==> config.mk <==
export PLATFORM = sky130hd
export DESIGN_NAME = skew_clk_matrix
export DESIGN_NICKNAME = d
export VERILOG_FILES = /design/src/rtl/skm_pkg.sv /design/src/rtl/skm_sel_decode.sv /design/src/rtl/skm_timebase.sv /design/src/rtl/skm_section_out.sv /design/src/rtl/skew_clk_matrix.sv
export SDC_FILE = /design/constraint.sdc
export NUM_CORES = 1
export LEC_CHECK = 0
export ABC_CLOCK_PERIOD_IN_PS = 20300
export BUFFER_PORTS_ARGS = -buffer_cell sky130_fd_sc_hd__buf_2
export CAP_MARGIN = 20
export CORE_MARGIN = 10
export CORE_UTILIZATION = 30
export CTS_BUF_LIST = sky130_fd_sc_hd__clkbuf_4 sky130_fd_sc_hd__clkbuf_8
export DETAILED_ROUTE_END_ITERATION = 8
export PLACE_DENSITY_LB_ADDON = 0.2
export SYNTH_ARGS = -nofsm -noshare
export SYNTH_HDL_FRONTEND = slang
export SYNTH_SLANG_ARGS = --single-unit
==> constraint.sdc <==
create_clock -name clk -period 20.3 [get_ports clk]
set_input_delay 2.03 -clock clk [delete_from_list [all_inputs] [get_ports clk]]
set_output_delay 2.03 -clock clk [all_outputs]
set_load 0.005 [all_outputs]
==> src/rtl/skm_pkg.sv <==
package skm_pkg;
  typedef enum logic [1:0] {
    LV_LO  = 2'd0,
    LV_MID = 2'd1,
    LV_HI  = 2'd2
  } lvl_e;

  typedef enum logic [1:0] {
    OM_SHIFT = 2'd0,
    OM_DIV2  = 2'd1,
    OM_DIV4  = 2'd2,
    OM_INV   = 2'd3
  } omode_e;

  localparam int SHW = 4;

  // the unused code behaves like an open pin
  function automatic lvl_e norm_lvl(input logic [1:0] code);
    case (code)
      2'b00:   return LV_LO;
      2'b10:   return LV_HI;
      default: return LV_MID;
    endcase
  endfunction
endpackage

==> src/rtl/skm_sel_decode.sv <==
module skm_sel_decode
  import skm_pkg::*;
#(
  parameter bit WIDE   = 1'b0,
  parameter bit HH_INV = 1'b0
) (
  input  logic [1:0]            sel1_code,
  input  logic [1:0]            sel0_code,
  output omode_e                mode,
  output logic signed [SHW-1:0] shift
);
  logic [3:0]        idx;
  logic signed [4:0] rel;
  logic signed [4:0] dbl;

  always_comb begin
    idx = 4'(2'(norm_lvl(sel1_code))) * 4'd3 + 4'(2'(norm_lvl(sel0_code)));
    rel = $signed({1'b0, idx}) - 5'sd4;
    dbl = rel <<< 1;
    mode  = OM_SHIFT;
    shift = '0;
    if (WIDE) begin
      if (idx == 4'd0) begin
        mode = OM_DIV2;
      end else if (idx == 4'd8) begin
        mode = HH_INV ? OM_INV : OM_DIV4;
      end else begin
        shift = dbl[SHW-1:0];
      end
    end else begin
      shift = rel[SHW-1:0];
    end
  end
endmodule

==> src/rtl/skm_timebase.sv <==
module skm_timebase
  import skm_pkg::*;
#(
  parameter int N_LO  = 44,
  parameter int N_MID = 26,
  parameter int N_HI  = 16,
  parameter int PW    = 6,
  parameter int KW    = 18
) (
  input  logic          clk,
  input  logic          rst,
  input  logic [1:0]    range_code,
  input  logic [KW-1:0] cfg_key,
  input  logic          bypass,
  input  logic          ref_in,
  output logic [PW-1:0] ph,
  output logic [PW-1:0] nper,
  output logic [1:0]    dcnt,
  output logic          out_en
);
  logic [KW-1:0] key_q;
  logic [PW-1:0] hcnt;
  logic          ref_q;
  logic          restart;
  logic          wrap;
  logic          step;

  always_comb begin
    case (norm_lvl(range_code))
      LV_LO:   nper = PW'(N_LO);
      LV_HI:   nper = PW'(N_HI);
      default: nper = PW'(N_MID);
    endcase
    restart = (cfg_key != key_q);
    wrap    = (ph == nper - PW'(1));
    step    = bypass ? (ref_in & ~ref_q) : wrap;
    out_en  = (hcnt == nper) && !restart;
  end

  always_ff @(posedge clk) begin
    if (rst) begin
      ph    <= '0;
      dcnt  <= '0;
      hcnt  <= '0;
      ref_q <= 1'b0;
      key_q <= cfg_key;
    end else begin
      ref_q <= ref_in;
      if (restart) begin
        ph    <= '0;
        dcnt  <= '0;
        hcnt  <= '0;
        key_q <= cfg_key;
      end else begin
        ph <= wrap ? '0 : ph + PW'(1);
        if (step) dcnt <= dcnt + 2'd1;
        if (hcnt != nper) hcnt <= hcnt + PW'(1);
      end
    end
  end
endmodule

==> src/rtl/skm_section_out.sv <==
module skm_section_out
  import skm_pkg::*;
#(
  parameter int PW = 6
) (
  input  logic                  clk,
  input  logic                  rst,
  input  omode_e                mode,
  input  logic signed [SHW-1:0] shift,
  input  logic [PW-1:0]         ph,
  input  logic [PW-1:0]         nper,
  input  logic [1:0]            dcnt,
  input  logic                  bypass,
  input  logic                  ref_in,
  input  logic                  out_en,
  output logic [1:0]            q
);
  int   t;
  logic nom;
  logic wave;

  always_comb begin
    t = int'(ph) + int'(nper) - int'(shift);
    if (t >= 2 * int'(nper)) t = t - 2 * int'(nper);
    else if (t >= int'(nper)) t = t - int'(nper);
    nom = bypass ? ref_in : (t < int'(nper) / 2);
    case (mode)
      OM_DIV2: wave = dcnt[0];
      OM_DIV4: wave = dcnt[1];
      OM_INV:  wave = ~nom;
      default: wave = nom;
    endcase
  end

  always_ff @(posedge clk) begin
    if (rst) q <= '0;
    else     q <= out_en ? {2{wave}} : 2'b00;
  end
endmodule

==> src/rtl/skew_clk_matrix.sv <==
module skew_clk_matrix
  import skm_pkg::*;
#(
  parameter int N_LO    = 44,
  parameter int N_MID   = 26,
  parameter int N_HI    = 16,
  parameter int NUM_SEC = 4
) (
  input  logic                   clk,
  input  logic                   rst,
  input  logic [1:0]             range_sel,
  input  logic [1:0]             test_sel,
  input  logic                   ref_in,
  input  logic [4*NUM_SEC-1:0]   func_sel,
  output logic [2*NUM_SEC-1:0]   q_out
);
  localparam int N_MAX = (N_LO > N_MID) ? ((N_LO > N_HI) ? N_LO : N_HI)
                                        : ((N_MID > N_HI) ? N_MID : N_HI);
  localparam int PW = $clog2(N_MAX + 1);
  localparam int KW = 2 + 4 * NUM_SEC;

  logic [KW-1:0] cfg_key;
  logic [PW-1:0] ph;
  logic [PW-1:0] nper;
  logic [1:0]    dcnt;
  logic          out_en;
  logic          bypass;

  assign bypass          = (norm_lvl(test_sel) != LV_LO);
  assign cfg_key[KW-1 -: 2] = 2'(norm_lvl(range_sel));

  skm_timebase #(
    .N_LO(N_LO), .N_MID(N_MID), .N_HI(N_HI), .PW(PW), .KW(KW)
  ) u_tb (
    .clk(clk), .rst(rst), .range_code(range_sel), .cfg_key(cfg_key),
    .bypass(bypass), .ref_in(ref_in), .ph(ph), .nper(nper),
    .dcnt(dcnt), .out_en(out_en)
  );

  for (genvar s = 0; s < NUM_SEC; s++) begin : g_sec
    omode_e                mode;
    logic signed [SHW-1:0] shift;

    assign cfg_key[4*s +: 4] = {2'(norm_lvl(func_sel[4*s+2 +: 2])),
                                2'(norm_lvl(func_sel[4*s +: 2]))};

    skm_sel_decode #(
      .WIDE(s >= NUM_SEC / 2),
      .HH_INV(s == NUM_SEC - 1)
    ) u_dec (
      .sel1_code(func_sel[4*s+2 +: 2]),
      .sel0_code(func_sel[4*s +: 2]),
      .mode(mode),
      .shift(shift)
    );

    skm_section_out #(.PW(PW)) u_out (
      .clk(clk), .rst(rst), .mode(mode), .shift(shift), .ph(ph),
      .nper(nper), .dcnt(dcnt), .bypass(bypass), .ref_in(ref_in),
      .out_en(out_en), .q(q_out[2*s +: 2])
    );
  end
endmodule

==> metrics.csv <==
stage,metric,value,unit
setup_path,worst reg-to-reg setup slack,12750,ps
sta,final hold vios,0,
clock_network,root buffer cell,clkbuf_8,
place,gpl congestion,0.842,
route,DRC,0,
sta,fmax,103,MHz
logic_synthesis,synthesized-area fraction occupied by and/or/nand/nor cells,22.7,%
global_route,global-route wire length before repair,35.3,mm
logic_synthesis,Post-synth EDFFs,18,
job,Max-Cap Viols,0,
power,P_leak,0.00393,µW
global_route,GR Util All Layers,11.9,%
place,port bufs,30,
logic_synthesis,Cells after Synth,1019,
sta,Fin Setup TNS,0,ps
floorplan,I/O Pins,31,
setup_path,"Worst Path Class, Setup",input pin to flip-flop,
clock_network,Post-CTS Setup Inserts,0,
floorplan,Die Area,35000,µm²
final_layout,Syn-to-layout area delta,7.67,%
route,via-per-instance ratio,5.08,
clock_network,Resize count post-CTS,0,
floorplan,Die W,187,µm
clock_network,CTS Hold Buffers Added,0,
setup_path,critical path data required time,20490,ps
power,Seq pwr share,8.6,%
logic_synthesis,asr flop ratio synth,0,%
hold_path,Hold Path Sink,u_tb.hcnt[0],
clock_network,htree depth,2,
setup_path,crit path DAT,9940,ps
sta,pin slew with the least headroom to its limit,859,ps
clock_network,number of buffers created by CTS,5,
global_route,vias in the first global route,6682,
logic_synthesis,largest family of logic cells by synthesized area,adder cells,
setup_path,crit start category,input pin,
clock_network,CTS tree,yes,
floorplan,Die Span Y,187,µm
global_route,largest net degree at the start of global routing,36,
route,Antenna Nets Post-Route,0,
power,PwrDens,104,nW/µm²
clock_network,"Clk pin slew, worst setup/hold paths",80,ps
power,P_sw,506,µW
route,DR iter-0 viols,276,
setup_path,Top Family by Delay on Critical Path,compound AO/OA/AOI/OAI gates,
place,placed inst area,8920,µm²
power,Logic pwr share,85.5,%
floorplan,row count,61,
setup_path,critical path peak fanout,35,
sta,slew margin rel.,42.6,%
final_layout,register area,921,µm²
setup_path,slowest cell on the critical path,or4_1,
final_layout,"Design Area, Final",9010,µm²
final_layout,# nets final,1265,
sta,Final setup viols,0,
clock_network,Clock Tree Buf Depth,2,
setup_path,r2r endpoint,g_sec[3].u_out.q[0],
sta,fin crit share,48.0,%
setup_path,CP Buf/Inv Count,4,
route,final WL,21.6,mm
clock_network,later-pin clock latency in the skew report,300,ps
hold_path,Worst Min Path Start,u_tb.hcnt[0],
final_layout,final std cells w/o fill,1415,
logic_synthesis,xor-xnor portion of the synthesized cell area,7.85,%
logic_synthesis,Yosys cell types,85,
sta,Final Skew,10.3,ps
sta,RSZ-0062 raised after global routing,no,
hold_path,worst min path class,flip-flop to flip-flop,
place,hpwl dp,17.2,mm
logic_synthesis,multiplexer area fraction after synthesis,1.87,%
setup_path,R2R Path Start,u_tb.ph[2],
logic_synthesis,syn nets,1248,
floorplan,Initial Util,30.3,%
logic_synthesis,"Seq/Total Area, Yosys",11.0,%
global_route,initial antenna violation count,0,
global_route,grt total ovfl,0,
route,drt pass-1 iters,5,
setup_path,CP endpoint kind,flip-flop,
power,Max VDD drop,0.0265,mV
sta,max-slew violation count,0,
place,Placed Instances,1407,
logic_synthesis,Synth Area in Compound Gates,18.8,%
final_layout,most frequent cells in the layout,"ha_1, nand2_1, inv_1",
hold_path,worst hold stages,1,
power,internal power,434,µW
sta,min Tclk post-route,9750,ps
setup_path,Critical Path Max Stage Delay,540,ps
power,Net Sw Frac,53.8,%
final_layout,diode count,0,
setup_path,R2R depth,27,
route,total number of vias,7195,
power,Tot Pwr,940,µW
floorplan,core region area,27600,µm²
power,clock power share,5.9,%
logic_synthesis,Post-synth top flop,dfxtp_1,
logic_synthesis,Ys Warns,0,
status,status,"complete, no violations",
final_layout,"most common cell after layout, fill and taps aside",ha_1,
clock_network,clk sinks,37,
final_layout,Fillers,2967,
logic_synthesis,mapped cell area,8370,µm²
logic_synthesis,"FF+latch count, synth",37,
place,pre-CTS setup slack,10280,ps
final_layout,area of the multi-input gates,7000,µm²
logic_synthesis,Synth Area in Adders,32.3,%
final_layout,fraction of layout cells with a size suffix above 1,8.39,%
setup_path,Most common cell on crit path,ha_1,
route,Routed WL per cell,15.2,µm
sta,final worst slack,10550,ps
logic_synthesis,synthesized area per cell,8.21,µm²
## how the worst max path moves through the flow
stage                       from                   to  slack [ps]  cells past startpoint
floorplan           range_sel[0]  g_sec[3].u_out.q[0]       10690                     32
global placement    range_sel[0]  g_sec[3].u_out.q[0]       10390                     30
detailed placement  range_sel[0]  g_sec[3].u_out.q[0]       10280                     30
CTS                 range_sel[0]  g_sec[3].u_out.q[0]       10570                     30
global route        range_sel[0]  g_sec[3].u_out.q[0]        9900                     30
finish              range_sel[0]  g_sec[3].u_out.q[0]       10550                     30
## cell usage after synthesis, drive strengths merged (15+ instances only)
library cell	count	area [µm²]
ha	189	2360
nand2	81	304
inv	77	289
nor2	55	206
a21oi	48	240
o21ai	48	240
nor2b	42	270
nor3	40	200
xor2	40	350
xnor2	35	307
clkbuf	21	78.8
nand2b	20	125
dfxtp	19	380
edfxtp	18	541
a21o	17	128
fa	17	340
nand3	17	85.1
nand4	16	100
or3	16	105
o21a	15	113
## cell type report
type | count | share of cell area (%)
multi-input combinational | 873 | 77.7
sequential | 37 | 10.2
tap | 378 | 5.25
inverter | 78 | 3.30
timing repair buffer | 41 | 2.58
clock buffer | 6 | 0.847
clock inverter | 2 | 0.111
## through the flow
| step | hold slack [ps] | util, % |
|---|---|---|
| global placement | 492 | 32.3 |
| detailed placement | 482 | 32.3 |
| global route | 515 | 32.6 |
| finish | 506 | 32.6 |
| floorplan | 456 | - |
| CTS | 497 | 32.6 |
## registers in the layout (all words and copies together), names as in the netlist
| name | cells |
|---|---|
| u_tb.hcnt | 6 |
| u_tb.dcnt | 2 |
| u_tb.ref_q | 1 |
| u_tb.ph | 6 |
| g_sec.u_out.q | 4 |
| u_tb.key_q | 18 |
## logic make-up (layout without fill, tap and decap cells)
logic type,Yosys count,count (layout)
adders and majority gates,206,206
xor gates and xnor gates,75,75
DFF,37,37
buffers and inverters,109,127
muxes,15,15
and+or+nand+nor,354,354
AOI/OAI and AO/OA,223,223
## worst reg2reg max path, delay by kind of cell (launching register included)
kind / cells / cell delay (ps)
AO/OA/AOI/OAI: 11 / 2390
buffers and inverters: 1 / 130
adder cells (fa/ha/maj): 5 / 1660
flip-flops: 1 / 490
multiplexers: 1 / 200
XOR/XNOR: 3 / 1300
AND/OR/NAND/NOR: 6 / 1270
## routing by layer
metal / share of wire, % / global-route usage, %
met5: 0 / 0
met3: 2.1 / 0.951
met1: 52 / 16.9
met4: 0.36 / 1.21
met2: 45 / 19.6
## power groups by stage
stage / sequential (µW) / clock (µW) / combinational, µW
4_1_cts: 80.9 / 57.7 / 809
6_report: 80.9 / 55.9 / 803
3_3_place_gp: 82.6 / 0 / 802
3_5_place_dp: 82.6 / 0 / 803
5_1_grt: 81.1 / 59.9 / 923
2_1_floorplan: 82.5 / 0 / 634
Power figures use the tool's default switching activity.
